### config.mk
export PLATFORM = sky130hd
export DESIGN_NAME = ea_gen_top
export DESIGN_NICKNAME = d
export VERILOG_FILES = /design/src/rtl/ea_pkg.sv /design/src/rtl/ea_regfile.sv /design/src/rtl/ea_bank_sel.sv /design/src/rtl/ea_calc.sv /design/src/rtl/ea_gen_top.sv
export SDC_FILE = /design/constraint.sdc
export NUM_CORES = 1
export LEC_CHECK = 0
export ABC_AREA = 1
export BUFFER_PORTS_ARGS = -buffer_cell sky130_fd_sc_hd__buf_4
export CAP_MARGIN = 20
export CORE_AREA = 5 5 207 209
export DETAILED_ROUTE_END_ITERATION = 8
export DIE_AREA = 0 0 212 214
export GPL_TIMING_DRIVEN = 0
export HOLD_SLACK_MARGIN = 0.12
export PLACE_DENSITY = 0.44
export SETUP_SLACK_MARGIN = 0.15
export SLEW_MARGIN = 20
export SYNTH_ARGS = -nofsm -noshare
export SYNTH_HDL_FRONTEND = slang
export SYNTH_SLANG_ARGS = --single-unit
### constraint.sdc
create_clock -name clk_i -period 2.7 [get_ports clk_i]
set_clock_uncertainty 0.1 [all_clocks]
set_input_delay 0.135 -clock clk_i [delete_from_list [all_inputs] [get_ports clk_i]]
set_output_delay 0.135 -clock clk_i [all_outputs]
set_load 0.01 [all_outputs]
### src/rtl/ea_pkg.sv
package ea_pkg;
  typedef enum logic [1:0] {
    MODE_IND  = 2'd0,
    MODE_PINC = 2'd1,
    MODE_D8   = 2'd2,
    MODE_D16  = 2'd3
  } ea_mode_e;

  localparam int unsigned BANK_DATA = 0;
  localparam int unsigned BANK_ADD  = 1;
  localparam int unsigned BANK_SSTK = 2;
  localparam int unsigned BANK_USTK = 3;
  localparam int unsigned NUM_BANKS = 4;
endpackage

### src/rtl/ea_regfile.sv
module ea_regfile #(
  parameter int unsigned NUM_REGS  = 8,
  parameter int unsigned REG_W     = 16,
  parameter int unsigned BANK_W    = 8,
  parameter int unsigned NUM_BANKS = 4,
  localparam int unsigned IDX_W    = $clog2(NUM_REGS),
  localparam int unsigned BIDX_W   = $clog2(NUM_BANKS)
) (
  input  logic                              clk_i,
  input  logic                              rst_ni,
  input  logic [IDX_W-1:0]                  rd_idx_i,
  output logic [REG_W-1:0]                  rd_data_o,
  input  logic                              ld_we_i,
  input  logic [IDX_W-1:0]                  ld_idx_i,
  input  logic [REG_W-1:0]                  ld_data_i,
  input  logic                              upd_we_i,
  input  logic [IDX_W-1:0]                  upd_idx_i,
  input  logic [REG_W-1:0]                  upd_data_i,
  input  logic                              bank_we_i,
  input  logic [BIDX_W-1:0]                 bank_idx_i,
  input  logic [BANK_W-1:0]                 bank_data_i,
  output logic [NUM_BANKS-1:0][BANK_W-1:0]  banks_o
);
  logic [NUM_REGS-1:0][REG_W-1:0] regs_q;

  for (genvar g = 0; g < NUM_REGS; g++) begin : g_reg
    always_ff @(posedge clk_i or negedge rst_ni) begin
      if (!rst_ni) regs_q[g] <= '0;
      else if (ld_we_i && ld_idx_i == IDX_W'(g)) regs_q[g] <= ld_data_i;   // load wins
      else if (upd_we_i && upd_idx_i == IDX_W'(g)) regs_q[g] <= upd_data_i;
    end
  end

  for (genvar b = 0; b < NUM_BANKS; b++) begin : g_bank
    always_ff @(posedge clk_i or negedge rst_ni) begin
      if (!rst_ni) banks_o[b] <= '0;
      else if (bank_we_i && bank_idx_i == BIDX_W'(b)) banks_o[b] <= bank_data_i;
    end
  end

  assign rd_data_o = regs_q[rd_idx_i];
endmodule

### src/rtl/ea_bank_sel.sv
module ea_bank_sel #(
  parameter int unsigned NUM_REGS  = 8,
  parameter int unsigned BANK_W    = 8,
  parameter int unsigned NUM_BANKS = 4,
  localparam int unsigned IDX_W    = $clog2(NUM_REGS)
) (
  input  logic [IDX_W-1:0]                  idx_i,
  input  logic                              stack_sel_i,
  input  logic [NUM_BANKS-1:0][BANK_W-1:0]  banks_i,
  output logic [BANK_W-1:0]                 bank_o
);
  import ea_pkg::*;
  // low two index bits pick the bank class
  always_comb begin
    unique case (idx_i[1:0])
      2'd2:    bank_o = banks_i[BANK_ADD];
      2'd3:    bank_o = stack_sel_i ? banks_i[BANK_SSTK] : banks_i[BANK_USTK];
      default: bank_o = banks_i[BANK_DATA];
    endcase
  end
endmodule

### src/rtl/ea_calc.sv
module ea_calc #(
  parameter int unsigned NUM_REGS    = 8,
  parameter int unsigned REG_W       = 16,
  parameter int unsigned NARROW_REGS = 4,
  localparam int unsigned IDX_W      = $clog2(NUM_REGS)
) (
  input  logic [1:0]       mode_i,
  input  logic [IDX_W-1:0] idx_i,
  input  logic [REG_W-1:0] ptr_i,
  input  logic [REG_W-1:0] disp_i,
  input  logic             word_i,
  output logic             legal_o,
  output logic             pinc_o,
  output logic [REG_W-1:0] lo_o,
  output logic [REG_W-1:0] lo_hi_o,
  output logic [REG_W-1:0] ptr_next_o
);
  import ea_pkg::*;
  ea_mode_e         mode;
  logic [REG_W-1:0] off;
  logic             narrow;

  assign mode   = ea_mode_e'(mode_i);
  assign narrow = (mode == MODE_PINC) || (mode == MODE_D16);

  always_comb begin
    unique case (mode)
      MODE_D8:  off = {{(REG_W-8){disp_i[7]}}, disp_i[7:0]};
      MODE_D16: off = disp_i;
      default:  off = '0;
    endcase
  end

  assign legal_o    = !narrow || (32'(idx_i) < NARROW_REGS);
  assign pinc_o     = (mode == MODE_PINC);
  assign lo_o       = ptr_i + off;
  assign lo_hi_o    = word_i ? lo_o + REG_W'(1) : lo_o;
  assign ptr_next_o = ptr_i + (word_i ? REG_W'(2) : REG_W'(1));
endmodule

### src/rtl/ea_gen_top.sv
module ea_gen_top #(
  parameter int unsigned NUM_REGS    = 8,
  parameter int unsigned REG_W       = 16,
  parameter int unsigned BANK_W      = 8,
  parameter int unsigned NARROW_REGS = 4,
  localparam int unsigned IDX_W      = $clog2(NUM_REGS),
  localparam int unsigned ADDR_W     = REG_W + BANK_W
) (
  input  logic              clk_i,
  input  logic              rst_ni,
  input  logic              req_i,
  input  logic [1:0]        mode_i,
  input  logic [IDX_W-1:0]  idx_i,
  input  logic [REG_W-1:0]  disp_i,
  input  logic              word_i,
  input  logic              stack_sel_i,
  input  logic              rf_we_i,
  input  logic [IDX_W-1:0]  rf_idx_i,
  input  logic [REG_W-1:0]  rf_data_i,
  input  logic              bank_we_i,
  input  logic [1:0]        bank_idx_i,
  input  logic [BANK_W-1:0] bank_data_i,
  output logic [ADDR_W-1:0] addr_o,
  output logic [ADDR_W-1:0] addr_hi_o,
  output logic              strobe_o,
  output logic              err_o,
  output logic              wb_valid_o,
  output logic [REG_W-1:0]  wb_data_o
);
  import ea_pkg::*;

  logic [REG_W-1:0]                 ptr, lo, lo_hi, ptr_next;
  logic [NUM_BANKS-1:0][BANK_W-1:0] banks;
  logic [BANK_W-1:0]                bank;
  logic                             legal, pinc, go;

  assign go = req_i && legal;

  ea_regfile #(
    .NUM_REGS(NUM_REGS), .REG_W(REG_W), .BANK_W(BANK_W), .NUM_BANKS(NUM_BANKS)
  ) u_rf (
    .clk_i      (clk_i),
    .rst_ni     (rst_ni),
    .rd_idx_i   (idx_i),
    .rd_data_o  (ptr),
    .ld_we_i    (rf_we_i),
    .ld_idx_i   (rf_idx_i),
    .ld_data_i  (rf_data_i),
    .upd_we_i   (go && pinc),
    .upd_idx_i  (idx_i),
    .upd_data_i (ptr_next),
    .bank_we_i  (bank_we_i),
    .bank_idx_i (bank_idx_i),
    .bank_data_i(bank_data_i),
    .banks_o    (banks)
  );

  ea_bank_sel #(
    .NUM_REGS(NUM_REGS), .BANK_W(BANK_W), .NUM_BANKS(NUM_BANKS)
  ) u_bank (
    .idx_i      (idx_i),
    .stack_sel_i(stack_sel_i),
    .banks_i    (banks),
    .bank_o     (bank)
  );

  ea_calc #(
    .NUM_REGS(NUM_REGS), .REG_W(REG_W), .NARROW_REGS(NARROW_REGS)
  ) u_calc (
    .mode_i    (mode_i),
    .idx_i     (idx_i),
    .ptr_i     (ptr),
    .disp_i    (disp_i),
    .word_i    (word_i),
    .legal_o   (legal),
    .pinc_o    (pinc),
    .lo_o      (lo),
    .lo_hi_o   (lo_hi),
    .ptr_next_o(ptr_next)
  );

  always_ff @(posedge clk_i or negedge rst_ni) begin
    if (!rst_ni) begin
      addr_o     <= '0;
      addr_hi_o  <= '0;
      strobe_o   <= 1'b0;
      err_o      <= 1'b0;
      wb_valid_o <= 1'b0;
      wb_data_o  <= '0;
    end else begin
      strobe_o   <= go;
      err_o      <= req_i && !legal;
      wb_valid_o <= go && pinc;
      if (go) begin
        addr_o    <= {bank, lo};
        addr_hi_o <= {bank, lo_hi};
        wb_data_o <= ptr_next;
      end
    end
  end
endmodule

==> results.md <==
- H-tree lvl count: 1
- Nets: about 1900
- Startpoint Class: flip-flop
- Seq/Total Area, Yosys: 45.53%
- Routability-driven placement congestion ratio: 0.8463
- WL met3: between 2000 and 2500 um
- Clock Path Buffers: 3
- Share of layout cells above drive strength 1: 23.17%
- Worst Path Buf+Inv: 2
- Filler Cell Count: 4205
- Initial antenna violation count: 0
- R2R Path End: addr_hi_o[12]
- Hold EP: u_rf.regs_q[46]
- Hold WC Path Type: in2reg
- CP required: 3100 ps
- CTS tree: built
- Final Cycle Share: 106.3%
- Failing checks: setup timing
- Final setup violation count: 26
- Cts bufs inserted: 27
- CTS sink cnt: 219
- Synth-to-Final Area Change: 36.17%
- Final min period: about 2900 ps
- Crit end category: flip-flop
- Uppermost layer routed: met4
- First-pass GRT wire length: between 70000 and 80000 um
- Worst Tran Pin Value: ~1000 ps
- Clk root buf: clkbuf_16
- EDFF count, synth: 0
- Final WS setup: -168.9 ps
- Dpl cell area: 13700 um2
- Achievable Freq: 348.6 MHz
- FP Rows: 74
- Core area: 40650 um2
- Hold Slack: 145.2 ps
- Number of diodes: 0
- Worst reg2reg path depth: 14
- Wire length per cell: 19.22 um
- Setup WS pre-CTS: -1106 ps
- DRT Pass-1 Iters: 5
- Mapped cell area: 12040 um2
- Worst path cell trace: a22o_1 > a221oi_2 > o21ai_2 > fa_2 > ha_4 > inv_2 > nor3_4 > nand2_2 > nor2_4 > buf_4 > nand3_1 > nand2_1 > nand3_1 > nand2_1
- Vias in the first global route: approximately 12000
- Vias: 11720
- Starting DRT DRC Count: 758
- DP HPWL: ~33000 um
- Average size of a mapped cell: 7.421 um2
- Max-slew violations: 0
- Slew HR: approximately a third
- Synth Instances: 1622
- Distinct cell type count after synthesis: 48
- CP delay by family, top: adder cells
- Crit path DAT: around 3300 ps
- Die Wd: 212 um
- Main synth FF type: dfrtp_1
- Post-route cell area: 16390 um2
- Crit Path Category: reg2reg
- Clk slew on worst S/H paths: 60 ps
- Pwr/cell area: 724.4 nW/um2
- Status: complete, but fails checks
- Hold path startpoint: idx_i[0]
- Synth Register Bits: 219
- IO Pins: between 100 and 150
- Critical Path Fanout Max: 4
- Reg2Reg Launch Point: u_rf.regs_q[113]
- Max VDD drop: 0.4651 mV
- RSZ-0062 raised after global routing: yes
- Drt drc: 0
- Metal2 WL: 21320 um
- Final Hold Viols: 0
- Synth Net Count: 1699
- Hold path cells: 6
- Ys async rst share: 100.0%
- Initial Utilization: 29.61%
- PnR Total Power: 11.87 mW
- CP max-delay cell: fa_2
- Wire length on met1: ~22000 um
- Post-route ant nets: 0
- Overflow after GRT: 0
- Largest net degree at the start of global routing: 92
- Leakage: 7.948 nW
- Final WL: approximately 46000 um
- R2R Setup Slk: -170 ps
- Die H: 214 um
- Vias per cell: approximately 5
- Synth warn: 0
- Max Cap Viol: 0
- Total GRT Usage: 19.90%
- Worst skew pair latency: around 560 ps
- Die area: 45370 um2
- Critical path's largest stage delay: 630 ps
- Buffers on Ports: between 100 and 150
[cell type report]
| cell class | instances | area, um2 | area share (%) |
|---|---|---|---|
| inverters | 175 | 691.9 | 4.221 |
| clock buffers | 38 | 777.0 | 4.740 |
| well taps | 532 | 665.6 | 4.061 |
| repair buffers | 197 | 1708 | 10.42 |
| multi-input cells | 1167 | 6501 | 39.66 |
| flip-flops and latches | 219 | 5480 | 33.44 |
| clock inverters | 12 | 192.7 | 1.176 |
| plain buffers | 61 | 374.1 | 2.282 |
[sequential cells by signal (all words and copies together) (netlist names)]
register and count:
wb_valid_o 1, u_rf.banks_o 32, addr_o 24, addr_hi_o 16
err_o 1, wb_data_o 16, u_rf.regs_q 128, strobe_o 1
[placed cells by master (no fill, tap or decap), drive strengths merged, types with 4 or more instances in the layout]
master	n
a22oi	4
o21ai	141
a221oi	7
buf	180
nand4	13
nor2	183
o221ai	16
ha	18
dfrtp	219
nand2	575
clkbuf	70
a21oi	37
bufinv	5
dlygate4sd3	46
clkinv	8
inv	173
xor2	6
o21bai	18
nand3	100
a31oi	4
nand3b	4
o22ai	22
[logic make-up (layout without fill, tap and decap cells)]
kind of cell / count (synthesis) / in the layout / synth area share (%)
XOR/XNOR: 9 / 9 / 0.7797
AND/OR/NAND/NOR: 880 / 880 / 30.51
buffers and inverters: 236 / 483 / 8.410
flip-flops: 219 / 219 / 45.53
AO/OA/AOI/OAI: 258 / 258 / 12.57
adder cells (fa/ha/maj): 20 / 20 / 2.204
[synthesized netlist by cell type, types with 5 or more instances]
library cell,n,area (um2)
a21oi_1,37,185.2
nor2_2,7,43.79
ha_1,18,225.2
nand2_2,16,100.1
inv_1,163,611.8
nand4_1,13,81.33
o22ai_1,22,137.6
o21bai_1,12,90.09
buf_6,8,90.09
o21ai_0,137,685.7
o21bai_2,6,67.56
nand3_1,97,485.5
buf_2,7,35.03
a221oi_1,7,61.31
inv_2,7,26.28
nor2_4,5,56.30
nor2_1,171,641.9
o221ai_1,16,140.1
clkbuf_1,32,120.1
xor2_1,5,43.79
buf_4,9,67.56
dfrtp_1,219,5480
nand2_1,555,2083
[power by group]
| group | total, mW | switching [mW] | internal [mW] |
|---|---|---|---|
| registers | 4.36 | 0.385 | 3.97 |
| logic | 3.52 | 2.07 | 1.46 |
| clock network | 3.99 | 1.52 | 2.48 |
[per-layer routing]
layer	track usage [%]	vias up
li1	-	5657
met2	31.69	279
met1	28.85	5740
met3	3.043	40
met5	0	-
met4	3.930	0
[worst max path at each step]
stage                           from       endpoint  slack (ps)  cells past startpoint
floorplan                   idx_i[1]  addr_hi_o[10]        -100                     20
detailed placement          idx_i[1]  addr_hi_o[13]       -1110                     21
CTS                   u_rf.regs_q[0]  addr_hi_o[10]        -240                     16
global route          u_rf.regs_q[0]  addr_hi_o[14]        -320                     16
global placement            idx_i[1]  addr_hi_o[10]       -1080                     19
finish              u_rf.regs_q[113]  addr_hi_o[12]        -170                     14
[what timing repair did]
item                                    4_1_cts  5_1_grt
pin swaps                                    27       44
hold buffers                                 47        0
buffers inserted                             13       17
endpoints found under the setup margin       97       96
endpoints found under the hold margin       388        0
gates resized for setup                      61      169
[per-stage QoR]
step                utilization (%)  setup TNS, ps  cells
floorplan                         -         -403.8   1622
detailed placement            33.71         -68040   2274
finish                        40.33          -2274   2401
CTS                           38.24          -4182   2384
global route                  40.33          -6182   2401
global placement              33.56        -178970   2272
[tightest hold or removal path, stage by stage]
cell     delay, ps
buf_12         140
nor2_4         110
nand2_1        140
nor2_4         110
nand2_1         80
nand2_1         40
Note: power is estimated with default switching activity, not from simulation.
